### src/rtl/nmr_pkg.sv
package nmr_pkg;
  function automatic int cnt_bits(input int n);
    return $clog2(n + 1);
  endfunction
endpackage

### src/rtl/nmr_agree_unit.sv
module nmr_agree_unit #(
  parameter int N_MOD = 5,
  parameter int WIDTH = 8,
  parameter int CW    = 3
) (
  input  logic                     clk,
  input  logic                     rst,
  input  logic [N_MOD*WIDTH-1:0]   mod_words,
  input  logic [N_MOD-1:0]         healthy,
  output logic [N_MOD-1:0][CW-1:0] agree_cnt
);
  for (genvar i = 0; i < N_MOD; i++) begin : g_row
    logic [N_MOD-1:0] match;
    for (genvar j = 0; j < N_MOD; j++) begin : g_col
      assign match[j] = healthy[j] &&
        (mod_words[i*WIDTH +: WIDTH] == mod_words[j*WIDTH +: WIDTH]);
    end
    always_comb begin
      agree_cnt[i] = '0;
      for (int k = 0; k < N_MOD; k++)
        agree_cnt[i] = agree_cnt[i] + CW'(match[k]);
    end
    // A healthy module always agrees at least with itself
    p_self_agree_r3: assert property (@(posedge clk) disable iff (rst)
      healthy[i] |-> (agree_cnt[i] != '0));
  end
endmodule

### src/rtl/nmr_majority_pick.sv
module nmr_majority_pick #(
  parameter int N_MOD = 5,
  parameter int CW    = 3,
  parameter int IW    = 3
) (
  input  logic [N_MOD-1:0][CW-1:0] agree_cnt,
  input  logic [N_MOD-1:0]         healthy,
  input  logic [CW-1:0]            pop,
  output logic                     found,
  output logic [IW-1:0]            sel
);
  always_comb begin
    found = 1'b0;
    sel   = '0;
    for (int i = N_MOD - 1; i >= 0; i--) begin
      if (healthy[i] && (2 * int'(agree_cnt[i]) > int'(pop))) begin
        found = 1'b1;
        sel   = IW'(i);
      end
    end
  end
endmodule

### src/rtl/nmr_adaptive_voter.sv
module nmr_adaptive_voter #(
  parameter int N_MOD = 5,
  parameter int WIDTH = 8
) (
  input  logic                   clk,
  input  logic                   rst,
  input  logic                   clr_flags,
  input  logic [N_MOD*WIDTH-1:0] mod_words,
  output logic [WIDTH-1:0]       voted,
  output logic [N_MOD-1:0]       err_flags,
  output logic                   unmasked_fault
);
  import nmr_pkg::*;
  localparam int CW = cnt_bits(N_MOD);
  localparam int IW = (N_MOD > 1) ? $clog2(N_MOD) : 1;

  logic [N_MOD-1:0]         healthy;
  logic [CW-1:0]            pop;
  logic [N_MOD-1:0][CW-1:0] agree_cnt;
  logic                     found;
  logic [IW-1:0]            sel;
  logic                     trusted;
  logic [WIDTH-1:0]         maj_word;
  logic [N_MOD-1:0]         dissent;

  assign healthy = ~err_flags;

  always_comb begin
    pop = '0;
    for (int k = 0; k < N_MOD; k++) pop = pop + CW'(healthy[k]);
  end

  nmr_agree_unit #(.N_MOD(N_MOD), .WIDTH(WIDTH), .CW(CW)) u_agree (
    .clk(clk), .rst(rst), .mod_words(mod_words),
    .healthy(healthy), .agree_cnt(agree_cnt));

  nmr_majority_pick #(.N_MOD(N_MOD), .CW(CW), .IW(IW)) u_pick (
    .agree_cnt(agree_cnt), .healthy(healthy), .pop(pop),
    .found(found), .sel(sel));

  assign trusted  = found && (int'(pop) >= 2);
  assign maj_word = mod_words[int'(sel)*WIDTH +: WIDTH];

  for (genvar i = 0; i < N_MOD; i++) begin : g_dis
    assign dissent[i] = healthy[i] && (mod_words[i*WIDTH +: WIDTH] != maj_word);
  end

  always_ff @(posedge clk) begin
    if (rst) begin
      voted          <= '0;
      err_flags      <= '0;
      unmasked_fault <= 1'b0;
    end else begin
      unmasked_fault <= !trusted;
      if (trusted) voted <= maj_word;
      if (clr_flags)    err_flags <= '0;
      else if (trusted) err_flags <= err_flags | dissent;
    end
  end

  // Flags never drop without a clear
  p_sticky_r4: assert property (@(posedge clk) disable iff (rst)
    !clr_flags |=> ((err_flags & $past(err_flags)) == $past(err_flags)));
  // Clear empties the flag vector
  p_clear_r7: assert property (@(posedge clk) disable iff (rst)
    clr_flags |=> (err_flags == '0));
  // Alarm holds the output
  p_hold_r6: assert property (@(posedge clk) disable iff (rst)
    unmasked_fault |-> $stable(voted));
  // No flag appears while the alarm is raised
  p_noflag_r6: assert property (@(posedge clk) disable iff (rst)
    (!clr_flags && !trusted) |=> $stable(err_flags));
  // Majority word never comes from a flagged module
  p_pick_healthy_r5: assert property (@(posedge clk) disable iff (rst)
    found |-> healthy[sel]);
endmodule

### config.mk
export PLATFORM = sky130hd
export DESIGN_NAME = nmr_adaptive_voter
export DESIGN_NICKNAME = d
export VERILOG_FILES = /design/src/rtl/nmr_pkg.sv /design/src/rtl/nmr_agree_unit.sv /design/src/rtl/nmr_majority_pick.sv /design/src/rtl/nmr_adaptive_voter.sv
export SDC_FILE = /design/constraint.sdc
export NUM_CORES = 1
export LEC_CHECK = 0
export ABC_CLOCK_PERIOD_IN_PS = 5500
export BUFFER_PORTS_ARGS = -buffer_cell sky130_fd_sc_hd__buf_2
export CORE_UTILIZATION = 50
export CTS_CLUSTER_DIAMETER = 150
export DETAILED_ROUTE_END_ITERATION = 7
export PLACE_DENSITY = 0.79
export SETUP_SLACK_MARGIN = 0.05
export SYNTH_ARGS = -nofsm -noshare
export SYNTH_HDL_FRONTEND = slang
export SYNTH_SLANG_ARGS = --single-unit
### constraint.sdc
create_clock -name clk -period 5.5 [get_ports clk]
set_input_delay 0 -clock clk [delete_from_list [all_inputs] [get_ports clk]]
set_output_delay 0 -clock clk [all_outputs]
set_load 0.01 [all_outputs]
Yosys cells after proc, flatten, opt, wreduce, memory -nomap -nowiden
Index checks and enable logic that the tools add are counted.

Word-level logic and storage cells: 104. Output and inout port bits: 14. Bits in registers: 14.

Shifts and indexed selects: 1. Multiplexer cells: 10. Equal/unequal tests: 25. Magnitude comparators: 6. Add/sub/neg operators: 24. Reduce and logical (&&, ||, !) cells: 33. Bitwise logic cells: 2.

Operators by type and width (count): == test 8 bit (20); adder 3 x 1 -> 3 bit (16); != test 8 bit (5); variable part select 40 x 7 -> 8 bit (1); logical AND 1 bit (31); greater-than comparator 4 x 3 -> 1 bit (5); 2-to-1 mux 3 bit (5); adder 1 x 1 -> 2 bit (6); adder 2 x 1 -> 3 bit (2); 2-to-1 mux 1 bit (5); NOT 5 bit (1); OR 5 bit (1); greater-or-equal comparator 3 x 2 -> 1 bit, second input constant (1); OR reduction 2 bit (1); zero test 1 bit (1).

Logic depth before layout (Yosys ltp)
Gate-level depths: netlist of run 1.

Depth after elaboration: 17. Depth in mapped cells: 21.

Cells and area by module
A second synthesis of run 1 with hierarchy kept.

Cells, all modules: 367. Area, all modules: 3148.0 µm².

By module, submodules not included: nmr_adaptive_voter (cells each 175, area each 1561.5 µm², instances 1); nmr_agree_unit (cells each 157, area each 1283.7 µm², instances 1); nmr_majority_pick (cells each 35, area each 302.8 µm², instances 1).

Least setup slack after synthesis of run 1
Ideal clock, no wire load.

Kind: register to register. Start point: register err_flags[1]. End point: register err_flags[0]. Stages on the path, launching flop included: 18. Path slack: 848 ps. Buffers on the path: 1. Required time: 5371 ps. Arrival time: 4523 ps. Library setup time: 129 ps. Path through: dfxtp_1 -> clkbuf_1 -> inv_1 -> ha_1 -> inv_1 -> fa_1 -> inv_1 -> ha_1 -> fa_1 -> ha_1 -> a211oi_1 -> a311o_2 -> a31oi_4 -> o22ai_2 -> mux2_4 -> xnor2_1 -> a2111oi_1 -> a21oi_1.

Word-level cells in the longest chain between the ends: 17. Elaborated cells between the ends (all ways): 55. Those cells by class: 24 x add/sub; 6 x order compare; 1 x eq/ne; 1 x shift; 10 x mux; 2 x bitwise; 11 x reduce/logical.

Ends and longest elaborated chain: start: declaration (RTL line nmr_adaptive_voter.sv:10) `output logic [N_MOD-1:0] err_flags,`; start signal: assignment (RTL line nmr_adaptive_voter.sv:57) `else if (trusted) err_flags <= err_flags | dissent;`; NOT 5 bit * (RTL line nmr_adaptive_voter.sv:26) `assign healthy = ~err_flags;`; logical AND 1 bit (RTL line nmr_agree_unit.sv:15) `assign match[j] = healthy[j] &&`; adder 1 x 1 -> 2 bit (RTL line nmr_agree_unit.sv:21) `agree_cnt[i] = agree_cnt[i] + CW'(match[k]);`; adder 2 x 1 -> 3 bit (RTL line nmr_agree_unit.sv:21); adder 3 x 1 -> 3 bit (2 in a row) (RTL line nmr_agree_unit.sv:21); greater-than comparator 4 x 3 -> 1 bit (RTL line nmr_majority_pick.sv:16) `if (healthy[i] && (2 * int'(agree_cnt[i]) > int'(pop))) begin`; logical AND 1 bit (RTL line nmr_majority_pick.sv:16); 2-to-1 mux 3 bit (5 in a row) (RTL line nmr_majority_pick.sv:16); variable part select 40 x 7 -> 8 bit (RTL line nmr_adaptive_voter.sv:42) `assign maj_word = mod_words[int'(sel)*WIDTH +: WIDTH];`; != test 8 bit (RTL line nmr_adaptive_voter.sv:45) `assign dissent[i] = healthy[i] && (mod_words[i*WIDTH +: WIDTH] != maj_word);`; logical AND 1 bit (RTL line nmr_adaptive_voter.sv:45); OR 5 bit (RTL line nmr_adaptive_voter.sv:57).

Every way passes the cells marked *; elsewhere a longest branch is shown, timed or not. A chain may end at the register's enable or synchronous reset.

Worst setup path after layout of run 1
Same ends and word-level chain as after synthesis.

==> key figures, run 1 <==
Final layout
  – Nets@finish: approximately 520
  – N_diodes: 0
  – Share of cells above drive strength 1: around a fifth
  – P&R area growth vs syn: 7.04%

Worst setup path
  – Worst Setup Path Type: reg -> reg
  – Required time of the critical path: 5.62 ns
  – Worst Setup End Kind: flip-flop
  – FF-to-FF Start: err_flags[1]
  – Startpoint Class: flip-flop
  – CP startpoint: err_flags[1]
  – Worst-path maximum fanout: 19
  – Cell Chain, Critical Path: inv_1 > ha_1 > inv_1 > fa_1 > inv_1 > ha_1 > fa_1 > ha_1 > a211oi_1 > a311oi_4 > buf_4 > nor2_1 > nand3_1 > mux2_4 > xnor2_1 > a2111oi_1 > a21oi_1
  – CP max-delay cell: dfxtp_1
  – Critical Path AT: 5.26 ns
  – Delay of the slowest cell on the worst path: 0.64 ns

Routing
  – # DRC: 2
  – Drt pass-1 iters: 7
  – DR iter-0 viols: roughly 200
  – Via count: 3212
  – Final ANT Viol Nets: 0
  – Per-cell routed wire length: 19.6 um
  – Post-Route WL: 10200 um
  – Via density: 6.17

Synthesis
  – Sequential area share after synthesis: 8.34%
  – Mapped Nets: 507
  – Flops & latches, synth: 14
  – Mapped Area: 3360 um^2
  – Mapped Cells: ~430
  – Ys Warns: 0
  – Yosys cell types: 55
  – Syn_area_per_cell: 7.80 um^2
  – Post-synth EDFFs: 0
  – Fraction of synthesis flops using an asynchronous set or reset pin: 0%
  – Ys flop type: dfxtp_1

Hold path
  – Hold path start: rst
  – Hold crit path type: in -> reg

STA
  – Setup-failing EPs final: 0
  – RSZ-0062 raised after global routing: no
  – Post-layout min period: 5.13 ns
  – Max Freq: 195 MHz
  – Max-slew violation count: 0
  – Final Hold Violating Endpoints: 0
  – Slew @ Worst Pin: 1.06 ns
  – Tcrit/Tclk final: 93.3%
  – Fin Setup TNS: 0 ns
  – Max-slew headroom: 28.9%
  – Post-Route Skew: 0.00243 ns

Global routing
  – Met3 usage: under 10%
  – M2 GR Usage: a little over half
  – Initial antenna violation count: 0
  – Met1 Use GR: 37.2%
  – Grt ovf: 0
  – Vias in the first global route: 3165
  – First-pass GRT wire length: about 17000 um
  – GRT Overall Usage: 29.7%
  – Largest net degree at the start of global routing: 22
  – GR peak layer: met2

Power and ir drop
  – Power, Total: 1.52 mW
  – Leakage: 1.58 nW
  – Pwr/cell area: 422 nW/um^2
  – Sw Ratio: 54.7%
  – Comb pwr share: 82.3%
  – Clock power share: 5.6%
  – Maximum VDD drop: 0.172 mV
  – Net Switching: 0.831 mW
  – Reg power frac: 12.1%
  – Internal power: 0.689 mW

Clocking
  – CTS sink cnt: 14
  – CTS root buf: clkbuf_8
  – CTS Buf Count: 3
  – H-tree depth: 1
  – Post-CTS setup buffer count: 0
  – Post-CTS sizing: 0
  – Clock slew at reported path FFs: 0.06 ns
  – CTS tree: built
  – Worst-Skew Late Latency: 0.25 ns
  – CTS Hold Buffers Added: 0
  – Clock Path Buffers: 2

Die
  – # IOs: 57
  – Initial Util: 52.3%
  – Row cnt: 29
  – Die area: 7050 um^2
  – Die H: 84.0 um
  – Die X: 84.0 um
  – Core area: 6420 um^2

Place
  – Number of buffers added on ports: 56
  – Global placer's final weighted congestion: 0.965
  – Detailed Place HPWL: 8060 um

Job
  – Max_cap viols: 0

Status
  – Failing checks: DRC
  – Run status: complete, but fails checks
final cells by class:
cell class | count | area, um^2
Sequential cell | 14 | 280
Timing Repair Buffer | 62 | 325
Multi-Input combinational cell | 332 | 2730
Inverter | 33 | 124
Clock buffer | 3 | 41.3
Fill cell | 626 | 2830
Tap cell | 77 | 96.3
kinds of logic after synthesis:
group	after synthesis	synth area share, %
and+or+nand+nor	106	16.5
buffers and inverters	85	10.4
xor gates and xnor gates	109	28.4
AOI/OAI and AO/OA	81	20.1
adders and majority gates	33	15.2
DFF	14	8.34
muxes	3	1.08
cell usage after synthesis, drive strengths merged, types with 3 or more instances:
library cell	number	area share (%)
a211oi	11	2.6
a21o	8	1.8
a21oi	13	1.9
a22oi	3	0.67
a311oi	10	3.5
a31oi	3	1.0
buf	12	2.3
clkbuf	40	4.5
dfxtp	14	8.3
fa	13	7.7
ha	20	7.4
inv	33	3.7
nand2	9	1.0
nand3	8	1.2
nand4	9	1.7
nor2	35	3.9
nor3	11	1.6
nor4	19	3.5
o21ai	9	1.3
o22ai	12	3.7
or3	6	1.3
xnor2	52	14
xor2	57	15
power groups by stage:
stage                     clock [mW]  combinational (mW)  sequential [mW]
after floorplan                    0               0.963            0.173
after global placement             0                1.20            0.184
after detailed placement           0                1.23            0.184
after CTS                     0.0859                1.23            0.183
after global routing          0.0911                1.37            0.188
final                         0.0847                1.25            0.184
routing by layer:
metal,part of all wire [%],vias to the layer above
met5,0,-
met4,2.1,0
met3,6.6,29
met2,49,148
met1,42,1523
li1,-,1512
sequential cells by signal, indices dropped and copies added (netlist names):
signal          cells
err_flags           5
unmasked_fault      1
voted               8
final timing paths:
check / endpoint / slack (ns) / depth (start not counted)
worst max-delay path: err_flags[0] / 0.37 / 17
worst min-delay path: voted[0] / 0.04 / 2
worst max register to register: err_flags[0] / 0.37 / 17
worst min register to register: voted[3] / 0.50 / 2
worst max-delay path: cells and delay by family, from the launching register on:
family	cells	cell delay [ns]
and+or+nand+nor	2	0.54
AOI/OAI and AO/OA	4	0.94
muxes	1	0.43
buffers and inverters	4	0.48
DFF	1	0.64
adders and majority gates	5	1.81
xor gates and xnor gates	1	0.12
placed cells by master, fill, tap and decap left out, drive strengths merged, types with 9 or more instances in the layout:
master	count
ha	20
fa	13
dfxtp	14
nor4	19
xor2	57
xnor2	52
nand2	9
o21ai	9
a211oi	11
o22ai	12
buf	62
a21oi	13
a311oi	10
nor3	11
inv	33
nor2	35
nand4	9
stage by stage:
step	area [um^2]	setup WS [ns]	std cells	util (%)	hold slack (ns)
finish	3600	0.366	521	56.0	0.0449
global route	3600	0.104	521	56.0	0.0524
CTS	3600	0.399	521	56.0	0.0440
detailed placement	3560	0.361	518	55.4	0.301
global placement	3560	0.411	518	55.4	0.296
floorplan	3360	0.848	431	-	0.205
Power figures use the tool's default switching activity.
==> inputs of run 2 (changes only) <==
- CORE_UTILIZATION: 50 -> 57
- PLACE_DENSITY: 0.79 -> 0.88
==> run 2 against run 1 <==
  * The flow now finishes without violations
  * Largest cell class unchanged
  * Non-clock buffer count increased by 1
  * Total power increased by 0.22%
  * Register-to-register slack about the same
  * Clock-buffer cell count unchanged
  * Critical path type unchanged
  * Combinational power about the same
  * Final cell count decreased by 0.77%
==> key figures, run 2 (synthesis gave the netlist of run 1 again) <==
Die
  – Core area: 5610 um^2 (-13%)
  – # IOs: 57 (unchanged)
  – Die X: 78.8 um (-6.2%)
  – Die H: 78.8 um (-6.2%)
  – Row cnt: 27 (-6.9%)
  – Initial Util: 59.9% (+7.6 points)
  – Die area: 6210 um^2 (-12%)

Status
  – Run status: finished, final reports clean

Worst setup path
  – Required time of the critical path: 5.62 ns (about the same)
  – Worst Setup End Kind: flip-flop
  – CP max-delay cell: dfxtp_1
  – Worst Setup Path Type: reg -> reg
  – Startpoint Class: flip-flop
  – Cell Chain, Critical Path: inv_1 > ha_1 > inv_1 > fa_1 > inv_1 > ha_1 > fa_1 > ha_1 > a211oi_1 > a311oi_4 > buf_4 > nor2_1 > nand3_1 > mux2_4 > xnor2_1 > a2111oi_1 > a21oi_1
  – Delay of the slowest cell on the worst path: 0.62 ns (-0.02 ns)
  – Critical Path AT: 5.24 ns (-0.02 ns)
  – Worst-path maximum fanout: 19 (unchanged)

Power and ir drop
  – Pwr/cell area: 423 nW/um^2 (+0.19%)
  – Maximum VDD drop: 0.242 mV (+41%)
  – Leakage: 1.59 nW (+0.34%)

Routing
  – Drt pass-1 iters: 5 (-2)
  – DR iter-0 viols: 439 (+120%)
  – Via count: 3338 (+3.9%)
  – Final ANT Viol Nets: 0 (unchanged)
  – # DRC: 0 (-2)
  – Via density: 6.46 (+4.7%)
  – Per-cell routed wire length: 19.8 um (+1.4%)
  – Post-Route WL: 10300 um (+0.62%)

Final layout
  – Nets@finish: 523 (+0.19%)
  – Layout fillers: 510 (-19%)
  – Max reg flops: 8 (unchanged)
  – Largest registers: voted x8, err_flags x5, unmasked_fault x1
  – Most frequent cells in the layout: 57 x xor2_1, 56 x buf_2, 52 x xnor2_1, 35 x nor2_1, 33 x inv_1
  – P&R area growth vs syn: 7.07% (about the same)
  – Top reg by flops: voted
  – Share of cells above drive strength 1: 19.8% (+0.18 points)
  – N_diodes: 0 (unchanged)
  – Most common cell after layout, fill and taps aside: xor2_1

Job
  – Max_cap viols: 0 (unchanged)

Global routing
  – First-pass GRT wire length: 16800 um (+1.7%)
  – Initial antenna violation count: 0 (unchanged)
  – Vias in the first global route: 3310 (+4.6%)
  – Grt ovf: 0 (unchanged)
  – GRT Overall Usage: 34.9% (+5.2 points)
  – Largest net degree at the start of global routing: 22 (unchanged)

Clocking
  – CTS root buf: clkbuf_8
  – Clock Path Buffers: 2 (unchanged)
  – Clock slew at reported path FFs: 0.06 ns (about the same)
  – CTS sink cnt: 14 (unchanged)
  – Worst-Skew Late Latency: 0.25 ns (about the same)
  – H-tree depth: 1 (unchanged)
  – Post-CTS setup buffer count: 0 (unchanged)
  – CTS tree: built
  – CTS Hold Buffers Added: 0 (unchanged)
  – Post-CTS sizing: 0 (unchanged)
  – CTS Buf Count: 3 (unchanged)

STA
  – Fin Setup TNS: 0 ns (unchanged)
  – Slew @ Worst Pin: 1.06 ns (-0.00228 ns)
  – Setup-failing EPs final: 0 (unchanged)
  – Worst Slack Setup Final: 0.381 ns (+0.0147 ns)
  – Tcrit/Tclk final: 93.1% (-0.27 points)
  – RSZ-0062 raised after global routing: no
  – Post-Route Skew: 0.00255 ns (+0.000122 ns)
  – Final Hold Violating Endpoints: 0 (unchanged)
  – Post-layout min period: 5.12 ns (-0.0147 ns)
  – Max-slew violation count: 0 (unchanged)
  – Max-slew headroom: 29.0% (+0.15 points)
  – Max Freq: 195 MHz (+0.29%)

Place
  – Detailed Place HPWL: 8150 um (+1.0%)
  – Number of buffers added on ports: 56 (unchanged)
  – Global placer's final weighted congestion: 1.03 (+6.5%)
  – Pre-CTS setup slack: 0.369 ns (+0.00809 ns)

Hold path
  – Hold crit path type: in -> reg
-- run 2: cell count changes in the layout (fill, tap and decap cells not counted), sizes merged --
cell  previous run  this run
buf             62        63
-- run 2: path summary, 6_finish.rpt --
check | start | endpoint | slack [ns] | depth (start not counted)
setup / recovery | err_flags[1] | err_flags[0] | 0.38 | 17
hold / removal | rst | voted[7] | 0.06 | 2
setup reg to reg | err_flags[1] | err_flags[0] | 0.38 | 17
hold reg to reg | voted[1] | voted[1] | 0.50 | 2
-- run 2: per-layer routing --
metal	vias to the layer above	wire, um	track usage [%]
met5	-	0	0
met1	1552	3980	43.5
met3	56	985	6.21
met2	218	4820	58.6
met4	0	457	15.2
li1	1512	-	-
-- run 2: per-stage QoR --
step                std cells  instance area, um^2  utilization, %  hold WS (ns)  power, mW
CTS                       517                 3600            64.2        0.0576       1.50
finish                    517                 3600            64.2        0.0629       1.52
global placement          514                 3560            63.4         0.295       1.39
floorplan                 431                 3360               -         0.205       1.14
global route              517                 3600            64.2        0.0645       1.65
detailed placement        514                 3560            63.4         0.301       1.41
-- run 2: power by group --
| group | internal, mW | switching, mW |
|---|---|---|
| Combinational | 0.510 | 0.745 |
| Sequential | 0.134 | 0.0494 |
| Clock | 0.0485 | 0.0361 |
-- run 2: final cells by class --
cell class / count / area [um^2] / area share (%)
Clock buffer: 3 / 41.3 / 1.15
Tap cell: 72 / 90.1 / 2.50
Timing Repair Buffer: 63 / 333 / 9.25
Sequential cell: 14 / 280 / 7.79
Multi-Input combinational cell: 332 / 2730 / 75.9
Inverter: 33 / 124 / 3.44
-- run 2: critical path, delay by kind of cell, from the launching register on --
| kind | cells | cell delay, ns |
|---|---|---|
| AO/OA/AOI/OAI | 4 | 0.96 |
| AND/OR/NAND/NOR | 2 | 0.53 |
| XOR/XNOR | 1 | 0.12 |
| adder cells (fa/ha/maj) | 5 | 1.80 |
| buffers and inverters | 4 | 0.50 |
| multiplexers | 1 | 0.42 |
| flip-flops | 1 | 0.62 |
